File: src/rtl/dlm_pkg.sv
package dlm_pkg;

   typedef enum logic [1:0] {
      SLOT_B1 = 2'd0,
      SLOT_B2 = 2'd1,
      SLOT_D  = 2'd2,
      SLOT_HK = 2'd3
   } slot_e;

   typedef struct packed {
      logic hi_rate;
      logic d_in_b;
      logic modem;
   } lcfg_t;

endpackage

File: src/rtl/dlm_frame_timer.sv
module dlm_frame_timer
   import dlm_pkg::*;
#(
   parameter int BYTE_W   = 8,
   parameter int LO_DBITS = 1,
   parameter int HI_DBITS = 2,
   parameter int CNT_W    = 5
) (
   input  logic             clk,
   input  logic             rst_n,
   input  lcfg_t            cfg_in,
   output logic [CNT_W-1:0] cnt,
   output lcfg_t            cfg_q,
   output logic             primed,
   output logic             last,
   output logic             load
);

   localparam logic [CNT_W-1:0] LEN_LO_N = CNT_W'(BYTE_W + LO_DBITS + 1);
   localparam logic [CNT_W-1:0] LEN_HI_N = CNT_W'(2*BYTE_W + HI_DBITS + 1);
   localparam logic [CNT_W-1:0] LEN_LO_M = CNT_W'(BYTE_W);
   localparam logic [CNT_W-1:0] LEN_HI_M = CNT_W'(2*BYTE_W);

   if ((2*BYTE_W + HI_DBITS + 1) >= (1 << CNT_W)) begin : g_bad_cnt
      $error("dlm_frame_timer: CNT_W too narrow for the longest frame");
   end

   logic [CNT_W-1:0] len_q;

   always_comb begin
      unique case ({cfg_q.modem, cfg_q.hi_rate})
         2'b00:   len_q = LEN_LO_N;
         2'b01:   len_q = LEN_HI_N;
         2'b10:   len_q = LEN_LO_M;
         default: len_q = LEN_HI_M;
      endcase
   end

   assign last = primed && (cnt == len_q - CNT_W'(1));
   assign load = !primed || last;

   always_ff @(posedge clk) begin
      if (!rst_n) begin
         cnt    <= '0;
         cfg_q  <= '0;
         primed <= 1'b0;
      end else begin
         primed <= 1'b1;
         if (load) begin
            cfg_q <= cfg_in;
            cnt   <= '0;
         end else begin
            cnt <= cnt + CNT_W'(1);
         end
      end
   end

   assert_len_bound_R6: assert property (@(posedge clk) disable iff (!rst_n)
      primed |-> (cnt < len_q));

   assert_cfg_hold_R7: assert property (@(posedge clk) disable iff (!rst_n)
      (primed && !last) |=> $stable(cfg_q));

   assert_prime_sticky_R1: assert property (@(posedge clk) disable iff (!rst_n)
      primed |=> primed);

endmodule

File: src/rtl/dlm_slot_decode.sv
module dlm_slot_decode
   import dlm_pkg::*;
#(
   parameter int BYTE_W   = 8,
   parameter int LO_DBITS = 1,
   parameter int HI_DBITS = 2,
   parameter int CNT_W    = 5,
   parameter int IDX_W    = 3
) (
   input  logic [CNT_W-1:0] cnt,
   input  lcfg_t            cfg,
   output slot_e            slot,
   output logic [IDX_W-1:0] idx
);

   localparam logic [CNT_W-1:0] P_B2   = CNT_W'(BYTE_W);
   localparam logic [CNT_W-1:0] P_HI_D = CNT_W'(2*BYTE_W);
   localparam logic [CNT_W-1:0] ND_LO  = CNT_W'(LO_DBITS);
   localparam logic [CNT_W-1:0] ND_HI  = CNT_W'(HI_DBITS);

   logic [CNT_W-1:0] d_end;
   logic [CNT_W-1:0] rel;

   always_comb begin
      d_end = cfg.hi_rate ? (P_HI_D + ND_HI) : (P_B2 + ND_LO);
      slot  = SLOT_HK;
      rel   = '0;
      if (cnt < P_B2) begin
         slot = SLOT_B1;
         rel  = P_B2 - CNT_W'(1) - cnt;
      end else if (cfg.hi_rate && (cnt < P_HI_D)) begin
         slot = SLOT_B2;
         rel  = P_HI_D - CNT_W'(1) - cnt;
      end else if (cnt < d_end) begin
         slot = SLOT_D;
         rel  = d_end - CNT_W'(1) - cnt;
      end
      idx = rel[IDX_W-1:0];
   end

endmodule

File: src/rtl/dlm_tx_mux.sv
module dlm_tx_mux
   import dlm_pkg::*;
#(
   parameter int BYTE_W = 8,
   parameter int IDX_W  = 3
) (
   input  logic              clk,
   input  logic              rst_n,
   input  logic              load,
   input  logic              primed,
   input  lcfg_t             cfg,
   input  slot_e             slot,
   input  logic [IDX_W-1:0]  idx,
   input  logic [BYTE_W-1:0] b1_in,
   input  logic [BYTE_W-1:0] b2_in,
   input  logic [BYTE_W-1:0] d_in,
   input  logic              hk_in,
   output logic              line_bit
);

   logic [BYTE_W-1:0] b1_q, b2_q, d_q;
   logic              hk_q;

   always_ff @(posedge clk) begin
      if (!rst_n) begin
         b1_q <= '1;
         b2_q <= '1;
         d_q  <= '1;
         hk_q <= 1'b1;
      end else if (load) begin
         b1_q <= b1_in;
         b2_q <= b2_in;
         d_q  <= d_in;
         hk_q <= hk_in;
      end
   end

   logic dinb_live;
   assign dinb_live = cfg.d_in_b && !cfg.modem;

   always_comb begin
      if (!primed) begin
         line_bit = 1'b1;
      end else begin
         unique case (slot)
            SLOT_B1: line_bit = dinb_live ? d_q[idx] : b1_q[idx];
            SLOT_B2: line_bit = b2_q[idx];
            SLOT_D:  line_bit = cfg.d_in_b ? 1'b1 : d_q[idx];
            default: line_bit = hk_q;
         endcase
      end
   end

   assert_idle_unprimed_R1: assert property (@(posedge clk) disable iff (!rst_n)
      !primed |-> line_bit);

   assert_data_hold_R7: assert property (@(posedge clk) disable iff (!rst_n)
      !load |=> $stable(d_q) && $stable(b1_q) && $stable(hk_q));

endmodule

File: src/rtl/dlm_rx_demux.sv
module dlm_rx_demux
   import dlm_pkg::*;
#(
   parameter int BYTE_W   = 8,
   parameter int LO_DBITS = 1,
   parameter int HI_DBITS = 2
) (
   input  logic              clk,
   input  logic              rst_n,
   input  logic              primed,
   input  logic              last,
   input  lcfg_t             cfg,
   input  slot_e             slot,
   input  logic              line_bit,
   output logic [BYTE_W-1:0] rx_b1,
   output logic [BYTE_W-1:0] rx_b2,
   output logic [BYTE_W-1:0] rx_d,
   output logic              rx_hk,
   output logic              rx_done
);

   logic [BYTE_W-1:0]   acc_b1, acc_b2, b1_n, b2_n;
   logic [HI_DBITS-1:0] acc_d, d_n;
   logic                acc_hk, hk_n;
   logic [BYTE_W-1:0]   d_lo, d_hi;

   always_comb begin
      b1_n = acc_b1;
      b2_n = acc_b2;
      hk_n = acc_hk;
      if (primed && slot == SLOT_B1) b1_n = {acc_b1[BYTE_W-2:0], line_bit};
      if (primed && slot == SLOT_B2) b2_n = {acc_b2[BYTE_W-2:0], line_bit};
      if (primed && slot == SLOT_HK) hk_n = line_bit;
   end

   if (HI_DBITS == 1) begin : g_d_single
      assign d_n = (primed && slot == SLOT_D) ? line_bit : acc_d;
   end else begin : g_d_shift
      assign d_n = (primed && slot == SLOT_D) ? {acc_d[HI_DBITS-2:0], line_bit} : acc_d;
   end

   for (genvar i = 0; i < BYTE_W; i++) begin : g_dpack
      if (i < LO_DBITS) begin : g_lo_use
         assign d_lo[i] = d_n[i];
      end else begin : g_lo_fill
         assign d_lo[i] = 1'b1;
      end
      if (i < HI_DBITS) begin : g_hi_use
         assign d_hi[i] = d_n[i];
      end else begin : g_hi_fill
         assign d_hi[i] = 1'b1;
      end
   end

   always_ff @(posedge clk) begin
      if (!rst_n) begin
         acc_b1  <= '1;
         acc_b2  <= '1;
         acc_d   <= '1;
         acc_hk  <= 1'b1;
         rx_b1   <= '1;
         rx_b2   <= '1;
         rx_d    <= '1;
         rx_hk   <= 1'b1;
         rx_done <= 1'b0;
      end else begin
         acc_b1  <= b1_n;
         acc_b2  <= b2_n;
         acc_d   <= d_n;
         acc_hk  <= hk_n;
         rx_done <= last;
         if (last) begin
            rx_b1 <= (cfg.d_in_b && !cfg.modem) ? '1 : b1_n;
            rx_b2 <= cfg.hi_rate ? b2_n : '1;
            if (cfg.modem)       rx_d <= '1;
            else if (cfg.d_in_b) rx_d <= b1_n;
            else                 rx_d <= cfg.hi_rate ? d_hi : d_lo;
            rx_hk <= cfg.modem ? 1'b1 : hk_n;
         end
      end
   end

   assert_done_pulse_R8: assert property (@(posedge clk) disable iff (!rst_n)
      rx_done |=> !rx_done);

   assert_b2_fill_R9: assert property (@(posedge clk) disable iff (!rst_n)
      (rx_done && !$past(cfg.hi_rate)) |-> (rx_b2 == '1));

   assert_modem_fill_R9: assert property (@(posedge clk) disable iff (!rst_n)
      (rx_done && $past(cfg.modem)) |-> (rx_d == '1) && rx_hk);

endmodule

File: src/rtl/dchan_line_mux.sv
module dchan_line_mux
   import dlm_pkg::*;
#(
   parameter int BYTE_W   = 8,
   parameter int LO_DBITS = 1,
   parameter int HI_DBITS = 2
) (
   input  logic              clk,
   input  logic              rst_n,
   input  logic              hi_rate,
   input  logic              d_in_b,
   input  logic              modem_mode,
   input  logic [BYTE_W-1:0] tx_b1,
   input  logic [BYTE_W-1:0] tx_b2,
   input  logic [BYTE_W-1:0] tx_d,
   input  logic              tx_hk,
   output logic              line_tx,
   output logic              frame_start,
   input  logic              line_rx,
   output logic [BYTE_W-1:0] rx_b1,
   output logic [BYTE_W-1:0] rx_b2,
   output logic [BYTE_W-1:0] rx_d,
   output logic              rx_hk,
   output logic              rx_done
);

   localparam int CNT_W = $clog2(2*BYTE_W + HI_DBITS + 2);
   localparam int IDX_W = $clog2(BYTE_W);

   if (BYTE_W < 2) begin : g_bad_byte
      $error("dchan_line_mux: BYTE_W must be at least 2");
   end
   if (LO_DBITS < 1 || HI_DBITS < LO_DBITS || HI_DBITS > BYTE_W) begin : g_bad_dbits
      $error("dchan_line_mux: need 1 <= LO_DBITS <= HI_DBITS <= BYTE_W");
   end

   lcfg_t            cfg_in, cfg_q;
   logic [CNT_W-1:0] cnt;
   logic             primed, last, load;
   slot_e            slot;
   logic [IDX_W-1:0] idx;

   assign cfg_in = '{hi_rate: hi_rate, d_in_b: d_in_b, modem: modem_mode};

   dlm_frame_timer #(
      .BYTE_W(BYTE_W), .LO_DBITS(LO_DBITS), .HI_DBITS(HI_DBITS), .CNT_W(CNT_W)
   ) u_timer (
      .clk(clk), .rst_n(rst_n), .cfg_in(cfg_in), .cnt(cnt), .cfg_q(cfg_q),
      .primed(primed), .last(last), .load(load)
   );

   dlm_slot_decode #(
      .BYTE_W(BYTE_W), .LO_DBITS(LO_DBITS), .HI_DBITS(HI_DBITS),
      .CNT_W(CNT_W), .IDX_W(IDX_W)
   ) u_decode (
      .cnt(cnt), .cfg(cfg_q), .slot(slot), .idx(idx)
   );

   dlm_tx_mux #(.BYTE_W(BYTE_W), .IDX_W(IDX_W)) u_tx (
      .clk(clk), .rst_n(rst_n), .load(load), .primed(primed), .cfg(cfg_q),
      .slot(slot), .idx(idx), .b1_in(tx_b1), .b2_in(tx_b2), .d_in(tx_d),
      .hk_in(tx_hk), .line_bit(line_tx)
   );

   dlm_rx_demux #(
      .BYTE_W(BYTE_W), .LO_DBITS(LO_DBITS), .HI_DBITS(HI_DBITS)
   ) u_rx (
      .clk(clk), .rst_n(rst_n), .primed(primed), .last(last), .cfg(cfg_q),
      .slot(slot), .line_bit(line_rx), .rx_b1(rx_b1), .rx_b2(rx_b2),
      .rx_d(rx_d), .rx_hk(rx_hk), .rx_done(rx_done)
   );

   assign frame_start = primed && (cnt == '0);

   assert_start_after_last_R6: assert property (@(posedge clk) disable iff (!rst_n)
      last |=> frame_start);

   assert_done_follows_last_R8: assert property (@(posedge clk) disable iff (!rst_n)
      last |=> rx_done);

   assert_no_start_unprimed_R1: assert property (@(posedge clk) disable iff (!rst_n)
      !primed |-> !frame_start && !rx_done);

endmodule

File: config.mk
export PLATFORM = sky130hd
export DESIGN_NAME = dchan_line_mux
export DESIGN_NICKNAME = d
export VERILOG_FILES = /design/src/rtl/dlm_pkg.sv /design/src/rtl/dlm_frame_timer.sv /design/src/rtl/dlm_slot_decode.sv /design/src/rtl/dlm_tx_mux.sv /design/src/rtl/dlm_rx_demux.sv /design/src/rtl/dchan_line_mux.sv
export SDC_FILE = /design/constraint.sdc
export NUM_CORES = 1
export LEC_CHECK = 0
export CAP_MARGIN = 10
export CORE_UTILIZATION = 42
export CTS_BUF_LIST = sky130_fd_sc_hd__clkbuf_2 sky130_fd_sc_hd__clkbuf_4 sky130_fd_sc_hd__clkbuf_8
export CTS_CLUSTER_SIZE = 16
export DETAILED_ROUTE_END_ITERATION = 7
export PLACE_DENSITY_LB_ADDON = 0.25
export SLEW_MARGIN = 20
export SYNTH_ARGS = -nofsm -noshare
export SYNTH_HDL_FRONTEND = slang
export SYNTH_SLANG_ARGS = --single-unit
File: constraint.sdc
create_clock -name clk -period 4.3 [get_ports clk]
set_clock_uncertainty 0.05 [all_clocks]
set_input_delay 0.86 -clock clk [delete_from_list [all_inputs] [get_ports clk]]
set_output_delay 0.86 -clock clk [all_outputs]
set_load 0.02 [all_outputs]
# Word-level counts from Yosys, hierarchy flattened
# Index checks and enable logic that the tools add are counted.
dict set report totals {
  output_inout_bits 28
  inputBits 31
  register_bits 79
  wordCells 79
}
dict set report classes {
  eq_ne 6
  magnitude_cmp 4
  n_addsub 6
  mux 29
  reduce_logical 15
  bitwise_logic 1
}
# operator count
set op_table {}
lappend op_table {{2-to-1 mux 8 bit} 6}
lappend op_table {{one-hot mux 5 bit (3 select lines)} 1}
lappend op_table {{2-to-1 mux 1 bit} 10}
lappend op_table {{binary-select mux 1 bit (select 3 bit)} 3}
lappend op_table {{2-to-1 mux 3 bit} 3}
lappend op_table {{logical AND 1 bit} 8}
lappend op_table {{2-to-1 mux 2 bit} 4}
lappend op_table {{== test 2 bit, second input constant} 3}
lappend op_table {{subtractor 3 bit, first input constant} 2}
lappend op_table {{adder 5 x 1 -> 5 bit, second input constant} 1}
lappend op_table {{== test 5 bit} 1}
lappend op_table {{logical NOT 5 bit} 1}
lappend op_table {{< comparator 5 x 4 -> 1 bit, second input constant} 1}
lappend op_table {{< comparator 5 bit} 1}
lappend op_table {{< comparator 5 bit, second input constant} 1}
lappend op_table {{2-to-1 mux 5 bit} 1}
lappend op_table {{subtractor 5 x 1 -> 5 bit, second input constant} 1}
lappend op_table {{== test 2 x 1 -> 1 bit, second input constant} 2}
lappend op_table {{logical NOT 2 bit} 2}
lappend op_table {{< comparator 3 x 4 -> 1 bit, second input constant} 1}
lappend op_table {{one-hot mux 1 bit (3 select lines)} 1}
lappend op_table {{subtractor 3 x 1 -> 3 bit, second input constant} 1}
lappend op_table {{subtractor 3 bit} 1}
lappend op_table {{logical NOT 1 bit} 2}
lappend op_table {{other kinds (3)} 3}

# Longest topological paths before layout
# Gate-level depths: netlist of the first run.
dict set report logic_depth {
  ltp_word 11
  mapped_depth 11
  mapped_depth_nobuf 9
}

# Modules after synthesis
# A second synthesis of the first run with hierarchy kept.
dict set report hier_totals {
  cells_unflattened 388
  area_unflattened_um2 3769.9
}
# module area_each_um2 cells_per_inst seq_area_each_um2 n_inst
set modules_own_cells {}
lappend modules_own_cells {dlm_rx_demux 1833.0 195 900.9 1}
lappend modules_own_cells {dlm_tx_mux 1152.4 111 500.5 1}
lappend modules_own_cells {dlm_frame_timer 536.8 55 180.2 1}
lappend modules_own_cells {dlm_slot_decode 227.7 25 0.0 1}
lappend modules_own_cells {dchan_line_mux 20.0 2 0.0 1}

# Worst setup path after synthesis of the first run
# No wires, ideal clock.
dict set report synth_path {
  path_kind {register to output}
  start {reg, netlist name u_timer.cfg_q[2]}
  end {out line_tx}
  stages_incl_launch_ff 10
  required_ns 3.390
  path_slack_ns 0.380
  t_arrival_ns 3.010
  n_path_buf 1
  path_cell_list {dfxtp_1 > clkbuf_1 > inv_1 > ha_1 > fa_1 > nand2_1 > o32ai_4 > mux2_2 > o22a_1 > a32oi_1}
}
dict set report synth_between {
  elab_chain_len 11
  elab_cells_between_ends 24
  classes_between {add/sub (2); order compare (1); eq/ne (2); mux (17); reduce/logical (2)}
}
# element line
set synth_lines {}
lappend synth_lines {{2-to-1 mux 5 bit} dlm_slot_decode.sv:25} ;# d_end = cfg.hi_rate ? (P_HI_D + ND_HI) : (P_B2 + ND_LO);
lappend synth_lines {{subtractor 3 x 1 -> 3 bit} dlm_slot_decode.sv:36} ;# rel = d_end - CNT_W'(1) - cnt;
lappend synth_lines {{subtractor 3 bit} dlm_slot_decode.sv:36}
lappend synth_lines {{2-to-1 mux 3 bit} dlm_slot_decode.sv:34} ;# end else if (cnt < d_end) begin
lappend synth_lines {{2-to-1 mux 3 bit} dlm_slot_decode.sv:31} ;# end else if (cfg.hi_rate && (cnt < P_HI_D)) begin
lappend synth_lines {{2-to-1 mux 3 bit} dlm_slot_decode.sv:28} ;# if (cnt < P_B2) begin
lappend synth_lines {{binary-select mux 1 bit (select 3 bit) (on tied branches)} {dlm_tx_mux.sv:46, dlm_tx_mux.sv:48}}
lappend synth_lines {{2-to-1 mux 1 bit (on tied branches)} {dlm_tx_mux.sv:46, dlm_tx_mux.sv:48}}
lappend synth_lines {{2-to-1 mux 1 bit (on tied branches)} {dlm_tx_mux.sv:48, dlm_tx_mux.sv:46}}
lappend synth_lines {{one-hot mux 1 bit (3 select lines) *} dlm_tx_mux.sv:45} ;# unique case (slot)
lappend synth_lines {{2-to-1 mux 1 bit *} dlm_tx_mux.sv:42} ;# if (!primed) begin
lappend synth_lines {{to (decl)} dchan_line_mux.sv:17} ;# output logic line_tx,
# Every way passes the cells marked *; elsewhere a longest branch is shown, timed or not. The select of a mux whose other input is x is not followed.

# Final worst setup path of the first run
dict set report layout_path {
  start {reg u_timer.cnt[3]}
  end {out line_tx}
}
dict set report layout_between {
  elab_chain_len 9
  elab_cells_between_ends 23
  classes_between {order compare (3); eq/ne (2); mux (16); reduce/logical (2)}
}
# element line
set layout_lines {}
lappend layout_lines {{from (decl)} dlm_frame_timer.sv:12} ;# output logic [CNT_W-1:0] cnt,
lappend layout_lines {{from (signal assigned)} dlm_frame_timer.sv:53} ;# cnt <= cnt + CNT_W'(1);
lappend layout_lines {{< comparator 5 bit (on tied branches)} {dlm_slot_decode.sv:34, dlm_slot_decode.sv:31}}
lappend layout_lines {{2-to-1 mux 3 bit or logical AND 1 bit (tied branches)} {dlm_slot_decode.sv:34, dlm_slot_decode.sv:31}}
lappend layout_lines {{2-to-1 mux 3 bit} dlm_slot_decode.sv:31}
lappend layout_lines {{2-to-1 mux 3 bit} dlm_slot_decode.sv:28}
lappend layout_lines {{binary-select mux 1 bit (select 3 bit) (on tied branches)} {dlm_tx_mux.sv:46, dlm_tx_mux.sv:48}}
lappend layout_lines {{2-to-1 mux 1 bit (on tied branches)} {dlm_tx_mux.sv:46, dlm_tx_mux.sv:48}}
lappend layout_lines {{2-to-1 mux 1 bit (on tied branches)} {dlm_tx_mux.sv:48, dlm_tx_mux.sv:46}}
lappend layout_lines {{one-hot mux 1 bit (3 select lines) *} dlm_tx_mux.sv:45}
lappend layout_lines {{2-to-1 mux 1 bit *} dlm_tx_mux.sv:42}
# Marked as above.

==> out/results.txt, run 1 <==
cts bufs inserted -> 9
status -> complete, but fails checks
register area share after synthesis -> 0.449
Clock Pin Slew Worst Setup and Hold Paths -> 80 ps
vias -> 2916
largest net degree at the start of global routing -> 44
gpl congestion -> 0.856
Post-DP HPWL -> 5390 um
DRT Pass-1 Iters -> 6
Slew @ Worst Pin -> 1010 ps
CTS H-tree lvls -> 3
Post-synth ARST share -> 0
pwr dens -> 333 nW/um^2
row cnt -> 33
Clock Sink Count -> 79
Tcrit/Tclk final -> 0.950
Worst IR Drop VDD -> 0.153 mV
flops & latches, synth -> 79
worst r2r src -> u_timer.cfg_q[0]
worst setup path startpoint -> u_timer.cnt[3]
final setup fails -> 0
reg2reg path depth -> 8
worst setup path end -> line_tx
ant diodes -> 0
DR WL/cell -> 13.4 um
GRT overflow -> 0
clock buffer depth -> 2
Post-DP Area -> 4160 um^2
DR iter-0 viols -> 173
Hold Slack -> 394 ps
Top Ports -> 59
Buf+Inv Stages, Crit Path -> 1
overall routing resource usage -> 0.191
number of flops mapped to enable cells by yosys -> 0
Hold Vio Cnt, Final -> 0
Netlist cell types -> 52
R2R Setup Slk -> 1450 ps
max-slew violations -> 0
first-pass GRT wire length -> 13000 um
Area Growth Syn to Fin -> 23.5%
Startpoint Class -> flip-flop
yosys warns -> 0
clk_lat worst skew -> 350 ps
critical path class -> reg -> out
Largest delay share family, worst path -> compound AO/OA/AOI/OAI gates
Nets -> 512
layout cells sized above 1 -> 0.0763
failing checks -> DRC
DRC errors left -> 1
Max FO, Critical Path -> 10
Rel. slew slack -> 0.323
Worst Path Required -> 3390 ps
Leakage -> 1.93 nW
Finished Core Util -> 0.532
synthesized area per cell -> 8.42 um^2
CP peak stage delay -> 570 ps
Die W -> 93.5 um
CP Data Arrival Time -> 3170 ps
RSZ-0062 raised after global routing -> false
drt via density -> 5.05
Mapped Area -> 3520 um^2
cts hold-fix bufs -> 0
cells after synthesis -> 418
ys flop type -> dfxtp_1
vias in the first global route -> 2745
initial antenna violation count -> 0
Worst Setup End Kind -> primary output
Max Cap Violations -> 0
cell taking the most area after synthesis -> dfxtp_1
crit-path cells -> ha_1 -> a41o_1 -> o22ai_2 -> mux2i_1 -> mux2_2 -> o22a_1 -> a32oi_1 -> dlygate4sd2_1
Synth top area share -> 0.449
CTS tree -> built
Mapped Nets -> 463
final WL -> 7750 um
Hold WC Path Type -> reg -> reg
Initial Util -> 0.431
CP Depth -> 8
Post-Route Setup TNS -> 0 ps
Final Critical Period -> 4080 ps
root buffer selected by CTS -> clkbuf_8
die footprint -> 8750 um^2
Final Cell Area -> 4350 um^2
Setup Buffers After CTS -> 0
Core Footprint -> 8180 um^2
largest cells by area after synthesis -> dfxtp_1, nand2_1, nand3_1
pre-CTS setup slack -> 146 ps
die height -> 93.5 um
reg2reg end -> u_timer.cfg_q[2]
f_max -> 0.245 GHz
setup ws final -> 216 ps
Routed Antenna Nets -> 0
CP max stage cell -> dfxtp_1
IO buf count -> 58
tightest hold or removal path: stages, from the launching register on:
cell	delay, ps
dfxtp_1	310
nand2_1	50
o21ai_1	50
worst min-delay path by stage:
stage / cells past startpoint / slack (ps) / from / end
detailed placement: 2 / 390 / u_rx.rx_b1[6] / u_rx.rx_b1[6]
global route: 2 / 430 / u_rx.rx_b1[5] / u_rx.rx_b1[5]
finish: 2 / 390 / u_rx.rx_b1[6] / u_rx.rx_b1[6]
floorplan: 2 / 380 / u_rx.acc_hk / u_rx.acc_hk
CTS: 2 / 400 / u_rx.rx_b1[6] / u_rx.rx_b1[6]
global placement: 2 / 380 / u_rx.rx_b1[6] / u_rx.rx_b1[6]
synth_stat cells (3+ instances only):
cell,n
a21boi_0,3
a21oi_1,3
and2_1,3
buf_1,3
buf_2,3
clkbuf_1,17
dfxtp_1,79
ha_1,13
inv_1,8
mux2i_1,21
nand2_1,110
nand3_1,43
nor2_1,27
nor3_1,6
o211ai_1,4
o21ai_0,19
o21ai_1,10
xor2_1,3
registers in the layout, indices dropped and copies added, names as in the netlist:
register / flops
u_rx.acc_hk: 1
u_tx.b2_q: 8
u_rx.acc_d: 2
u_rx.rx_b2: 8
u_tx.d_q: 8
u_rx.rx_done: 1
u_rx.acc_b2: 8
u_timer.cnt: 5
u_rx.rx_d: 8
u_tx.hk_q: 1
u_timer.primed: 1
u_rx.rx_hk: 1
u_rx.acc_b1: 8
u_timer.cfg_q: 3
u_tx.b1_q: 8
u_rx.rx_b1: 8
cell type report:
class,instances,area [um^2]
multi-input cells,302,1780
well taps,105,131
repair buffers,67,642
flip-flops and latches,79,1580
clock inverters,7,56.3
fillers,788,3830
clock buffers,9,124
inverters,8,30.0
stage by stage:
step / total power [W] / instances
after floorplan: 0.000897 / 418
after global placement: 0.000960 / 561
after detailed placement: 0.000963 / 561
after CTS: 0.00146 / 577
after global routing: 0.00152 / 577
final: 0.00145 / 577
cells in the final DEF (no fill, tap or decap), types with 2 or more instances in the layout:
cell             count
xnor2_1              2
and3_1               2
dfxtp_2              2
o21ai_1             10
mux2i_1             21
o21ai_0             19
xor2_1               3
mux2_2               2
dfxtp_1             77
mux4_1               2
nand3_1             43
nor2b_1              2
a21oi_1              3
o211ai_1             4
ha_1                13
clkinvlp_4           3
clkdlybuf4s50_1     56
nand2_1            110
a21boi_0             3
nor3_1               6
and2_1               3
clkbuf_8             9
buf_4                9
inv_1                8
nor2_1              27
nor4_1               2
kinds of logic (layout without fill, tap and decap cells):
family / count (synthesis) / in the layout / synth area share
AOI/OAI and AO/OA: 54 / 54 / 0.105
xor gates and xnor gates: 5 / 5 / 0.0124
muxes: 25 / 25 / 0.0811
adders and majority gates: 14 / 14 / 0.0519
and+or+nand+nor: 204 / 204 / 0.253
buffers and inverters: 37 / 91 / 0.0476
DFF: 79 / 79 / 0.449
per-layer routing:
metal / track usage / up-vias / share of wire
met5: 0 / - / 0
met4: 0.0859 / 0 / 0.018
met3: 0.0341 / 10 / 0.034
met2: 0.287 / 59 / 0.45
met1: 0.265 / 1338 / 0.49
li1: - / 1509 / -
power by group:
| part | leakage, nW | internal, W | switching [W] |
|---|---|---|---|
| Combinational | 1.19 | 0.0000786 | 0.0000890 |
| Sequential | 0.649 | 0.000759 | 0.0000191 |
| Clock | 0.0838 | 0.000215 | 0.000288 |
| Total | 1.93 | 0.00105 | 0.000396 |
repair_timing:
action,4_1_cts,5_1_grt
pin swaps,0,0
endpoints found under the hold margin,0,0
endpoints found under the setup margin,1,1
resized for setup,2,2
Power figures use the tool's default switching activity.
==> run 2: changes to the inputs <==
--- a/config.mk
+++ b/config.mk
@@ -11,7 +11,9 @@
 export CTS_CLUSTER_SIZE = 16
 export DETAILED_ROUTE_END_ITERATION = 7
 export PLACE_DENSITY_LB_ADDON = 0.25
+export SETUP_SLACK_MARGIN = 0.02
 export SLEW_MARGIN = 20
 export SYNTH_ARGS = -nofsm -noshare
 export SYNTH_HDL_FRONTEND = slang
+export SYNTH_HIERARCHICAL = 1
 export SYNTH_SLANG_ARGS = --single-unit
==> out/results.txt, run 2 <==
Mapped Area -> 3770 um^2
Worst Setup End Kind -> primary output
largest net degree at the start of global routing -> 48
synth cell count leaders -> dfxtp_1, nand2_1, mux2i_1
row cnt -> 34
final WL -> 8290 um
Worst Path Required -> 3390 ps
compound-cell area share of the yosys netlist -> 0.157
most frequent cell after synthesis -> dfxtp_1
Max Cap Violations -> 0
Top Ports -> 59
Finished Core Util -> 0.535
Final Critical Period -> 4070 ps
max-slew violations -> 0
DRC errors left -> 0
routed length on met1 -> 4060 um
Startpoint Class -> flip-flop
RSZ-0062 raised after global routing -> false
adder-cell area share of the yosys netlist -> 0.0385
ant diodes -> 0
R2R Setup Slk -> 940 ps
met3 wire len -> 310 um
largest cells by area after synthesis -> dfxtp_1, mux2i_1, nand2_1
Synth top area share -> 0.420
worst setup path startpoint -> u_timer/cfg_q[2]
layout cells sized above 1 -> 0.106
Worst IR Drop VDD -> 0.148 mV
clock buffer depth -> 2
multiplexer share of the synthesized area -> 0.132
Mapped Nets -> 430
Simple-Gate Fraction of Synth Area -> 0.198
IO buf count -> 58
number of flops mapped to enable cells by yosys -> 0
cells after synthesis -> 388
ys flop type -> dfxtp_1
Rel. slew slack -> 0.429
Routed Antenna Nets -> 0
cts hold-fix bufs -> 0
Hold Crit Start -> u_tx/b1_q[3]
DR WL/cell -> 14.8 um
post-synthesis xor/xnor area fraction -> 0.0139
f_max -> 0.246 GHz
Post-DP HPWL -> 5550 um
Post-synth ARST share -> 0
status -> completed
Die W -> 96.7 um
root buffer selected by CTS -> clkbuf_8
vias in the first global route -> 2879
most common cell after layout, fill and taps aside -> dfxtp_1
die footprint -> 9360 um^2
yosys warns -> 6
critical path class -> reg -> out
cell taking the most area after synthesis -> dfxtp_1
DR iter-0 viols -> 137
initial antenna violation count -> 0
main combinational cell family by area after synthesis -> simple AND/OR/NAND/NOR gates
Top Layer Used -> met4
Clock Pin Slew Worst Setup and Hold Paths -> 80 ps
Hold Vio Cnt, Final -> 0
Area Growth Syn to Fin -> 23.8%
vias -> 3047
Hold WC Path Type -> reg -> reg
CTS H-tree lvls -> 3
Clock Sink Count -> 79
final setup fails -> 0
Max FO, Critical Path -> 10
pwr dens -> 324 nW/um^2
first-pass GRT wire length -> 13900 um
flops & latches, synth -> 79
Core Footprint -> 8720 um^2
metal2 WL -> 3780 um
drt via density -> 5.45
Post-Route Setup TNS -> 0 ps
worst r2r src -> u_timer/cfg_q[2]
gpl congestion -> 0.863
Nets -> 488
CP Data Arrival Time -> 3160 ps
CTS tree -> built
Leakage -> 1.96 nW
GRT overflow -> 0
clk_lat worst skew -> 350 ps
cts bufs inserted -> 9
DRT Pass-1 Iters -> 4
synthesized area per cell -> 9.72 um^2
Tcrit/Tclk final -> 0.947
overall routing resource usage -> 0.181
Slew @ Worst Pin -> 856 ps
commonest non-fill, non-tap cells in the layout -> dfxtp_1, clkdlybuf4s50_1, nand2_1
register area share after synthesis -> 0.420
Initial Util -> 0.432
die height -> 96.7 um
Netlist cell types -> 56
==> run 2: final timing paths <==
kind,end,depth (start not counted)
worst max-delay path,line_tx,11
worst min-delay path,u_tx/b1_q[3],2
worst max register to register,u_rx/rx_b1[0],8
worst min register to register,u_tx/b1_q[3],2
==> run 2: layout make-up <==
| class | count | area, um^2 |
|---|---|---|
| clock inverters | 4 | 30.0 |
| clock buffers | 12 | 159 |
| inverters | 11 | 41.3 |
| repair buffers | 71 | 676 |
| flip-flops and latches | 79 | 1580 |
| multi-input cells | 274 | 2040 |
| well taps | 108 | 135 |
| fillers | 782 | 4060 |
==> run 2: cell families after synthesis <==
logic type	Yosys count
xor gates and xnor gates	6
and+or+nand+nor	137
buffers and inverters	35
adders and majority gates	11
muxes	47
AOI/OAI and AO/OA	73
DFF	79
==> run 2: repair_timing <==
| action | in CTS | in global routing |
|---|---|---|
| gates resized for setup | 2 | 0 |
| setup endpoints to repair | 1 | 0 |
| buffers inserted | 0 | 0 |
==> run 2: power by group <==
| group | switching [W] | internal (W) |
|---|---|---|
| clock | 0.000275 | 0.000249 |
| sequential | 0.0000215 | 0.000757 |
| combinational | 0.000107 | 0.000100 |
| total | 0.000403 | 0.00111 |
==> run 2: routing by layer <==
metal | vias up | GRT usage
li1 | 1517 | -
met1 | 1462 | 0.248
met2 | 55 | 0.272
met3 | 13 | 0.0441
met4 | 0 | 0.0758
met5 | - | 0
==> run 2: through the flow <==
| stage | instances | power [W] | hold WS [ps] | setup slack [ps] | instance area (um^2) |
|---|---|---|---|---|---|
| final | 559 | 0.00151 | 424 | 229 | 4670 |
| after global routing | 559 | 0.00158 | 442 | 74.5 | 4670 |
| after CTS | 559 | 0.00153 | 426 | 207 | 4670 |
| after detailed placement | 543 | 0.00100 | 406 | 381 | 4470 |
| after global placement | 543 | 0.000997 | 392 | 426 | 4470 |
| after floorplan | 388 | 0.000930 | 383 | 486 | 3770 |
==> run 2: critical path, stage by stage, from the launching register on <==
cell	delay, ps
dfxtp_1	350
inv_1	90
ha_1	210
fa_1	400
o21a_2	220
o32ai_2	230
buf_6	210
mux2_1	350
a2bb2oi_1	150
a31oi_1	170
nand3_1	100
dlygate4sd2_1	330
==> run 3: changes to the inputs <==
--- a/config.mk
+++ b/config.mk
@@ -6,6 +6,7 @@
 export NUM_CORES = 1
 export LEC_CHECK = 0
 export CAP_MARGIN = 10
+export CORE_MARGIN = 3
 export CORE_UTILIZATION = 42
 export CTS_BUF_LIST = sky130_fd_sc_hd__clkbuf_2 sky130_fd_sc_hd__clkbuf_4 sky130_fd_sc_hd__clkbuf_8
 export CTS_CLUSTER_SIZE = 16
==> out/results.txt, run 3 (synthesis results as in run 2) <==
GRT overflow -> 0
Startpoint Class -> flip-flop
clock share of power -> 0.362
layout cells sized above 1 -> 0.115
Tcrit/Tclk final -> 0.949
Top Ports -> 59
die height -> 101 um
CTS H-tree lvls -> 3
Hold Crit Start -> u_tx/d_q[7]
Core Footprint -> 8460 um^2
Hold Vio Cnt, Final -> 0
most used routing layer -> met2
initial antenna violation count -> 0
met1 usage -> 0.238
DR iter-0 viols -> 150
vias in the first global route -> 2974
row cnt -> 33
commonest non-fill, non-tap cells in the layout -> dfxtp_1, clkdlybuf4s50_1, nand2_1
CP Data Arrival Time -> 3170 ps
cell repeated most along the worst path -> buf_4
Max Cap Violations -> 0
Post-DP Area -> 4490 um^2
pwr dens -> 329 nW/um^2
fill count -> 768
Logic pwr share -> 0.134
Initial Util -> 0.445
ant diodes -> 0
CTS tree -> built
Final Cell Area -> 4700 um^2
reg2reg end -> u_rx/rx_d[7]
IO buf count -> 58
final WL -> 8390 um
dpl cells -> 542
cts hold-fix bufs -> 0
Slew @ Worst Pin -> 818 ps
drt via density -> 5.45
clk_lat worst skew -> 360 ps
Setup Buffers After CTS -> 0
Worst IR Drop VDD -> 0.189 mV
root buffer selected by CTS -> clkbuf_8
Worst Path Required -> 3390 ps
critical path class -> reg -> out
hold path endpoint -> u_tx/d_q[7]
switching pwr -> 0.000410 W
DRC errors left -> 0
final setup fails -> 0
Final Critical Period -> 4080 ps
fin cells -> 558
RSZ-0062 raised after global routing -> false
Die W -> 101 um
crit-path cells -> buf_4 -> ha_1 -> a211o_1 -> o32ai_2 -> buf_4 -> mux4_2 -> nand2b_4 -> o2111ai_2 -> nand3_1 -> dlygate4sd2_1
gpl congestion -> 0.790
Switching Share -> 0.265
Seq pwr share -> 0.504
Worst Setup End Kind -> primary output
met2 Use GR -> 0.264
R2R Setup Slk -> 1030 ps
overall routing resource usage -> 0.172
area occupied by multi-input gates -> 2050 um^2
DRT Pass-1 Iters -> 4
status -> completed
Nets -> 490
CP max stage cell -> mux4_2
Hold WC Path Type -> reg -> reg
Area Growth Syn to Fin -> 24.6%
Post-DP HPWL -> 5720 um
cts bufs inserted -> 9
met3 Use GR -> 0.0436
Rel. slew slack -> 0.455
reg2reg path depth -> 9
most common cell after layout, fill and taps aside -> dfxtp_1
clock buffer depth -> 2
max-slew violations -> 0
Clock Pin Slew Worst Setup and Hold Paths -> 80 ps
Routed Antenna Nets -> 0
die footprint -> 10100 um^2
DR WL/cell -> 15.0 um
Hold Slack -> 423 ps
first-pass GRT wire length -> 14200 um
Buf+Inv Stages, Crit Path -> 3
Max FO, Critical Path -> 7
worst r2r src -> u_timer/cfg_q[0]
Largest delay share family, worst path -> compound AO/OA/AOI/OAI gates
Cell Int Power -> 0.00114 W
CP peak stage delay -> 490 ps
Seq. cell area -> 1580 um^2
f_max -> 0.245 GHz
vias -> 3043
Post-Route Setup TNS -> 0 ps
Clock Sink Count -> 79
Leakage -> 1.97 nW
hold path depth -> 2
largest net degree at the start of global routing -> 50
[run 3: per-layer routing]
layer,up-vias,part of all wire
met5,-,0
met4,0,0.010
met3,7,0.046
met2,62,0.46
met1,1445,0.49
li1,1529,-
[run 3: power groups by stage]
stage	sequential, W	clock (W)	combinational [W]
after floorplan	0.000794	0	0.000136
after global placement	0.000797	0	0.000200
after detailed placement	0.000796	0	0.000205
after CTS	0.000779	0.000575	0.000206
after global routing	0.000784	0.000601	0.000228
final	0.000780	0.000560	0.000207
[run 3: cell type report]
class,count,share of cell area
multi-input combinational,274,0.437
sequential,79,0.337
timing repair buffer,73,0.147
clock buffer,10,0.0280
tap,105,0.0280
clock inverter,6,0.0144
inverter,11,0.00879
[run 3: worst reg2reg max path, cell delays in order, from the launching register on]
cell	delay (ps)
dfxtp_1	580
inv_1	130
ha_1	270
or3b_4	420
a2111oi_4	500
and2_1	220
buf_4	240
nand3b_1	280
a211oi_1	350
o21ai_1	90
[run 3: worst max path at each step]
stage / startpoint / endpoint / slack [ps] / cells after the start
after floorplan: u_timer/cnt[1] / line_tx / 490 / 9
after global placement: u_timer/cfg_q[2] / line_tx / 360 / 11
after detailed placement: u_timer/cfg_q[2] / line_tx / 270 / 10
after CTS: u_timer/cfg_q[2] / line_tx / 100 / 10
after global routing: u_timer/cfg_q[2] / line_tx / 80 / 11
final: u_timer/cfg_q[2] / line_tx / 220 / 10
[run 3: timing repair]
action,CTS,global route
gates cloned,0,0
hold endpoints to repair,0,0
gates resized for setup,1,3
setup endpoints to repair,1,1
pin swaps,0,0
[run 3: metrics by stage]
stage               power (W)   util  worst slack [ps]
finish                0.00155  0.555               218
global route          0.00161  0.555              79.0
CTS                   0.00156  0.553              99.6
detailed placement    0.00100  0.530               269
global placement     0.000997  0.530               364
floorplan            0.000930      -               486
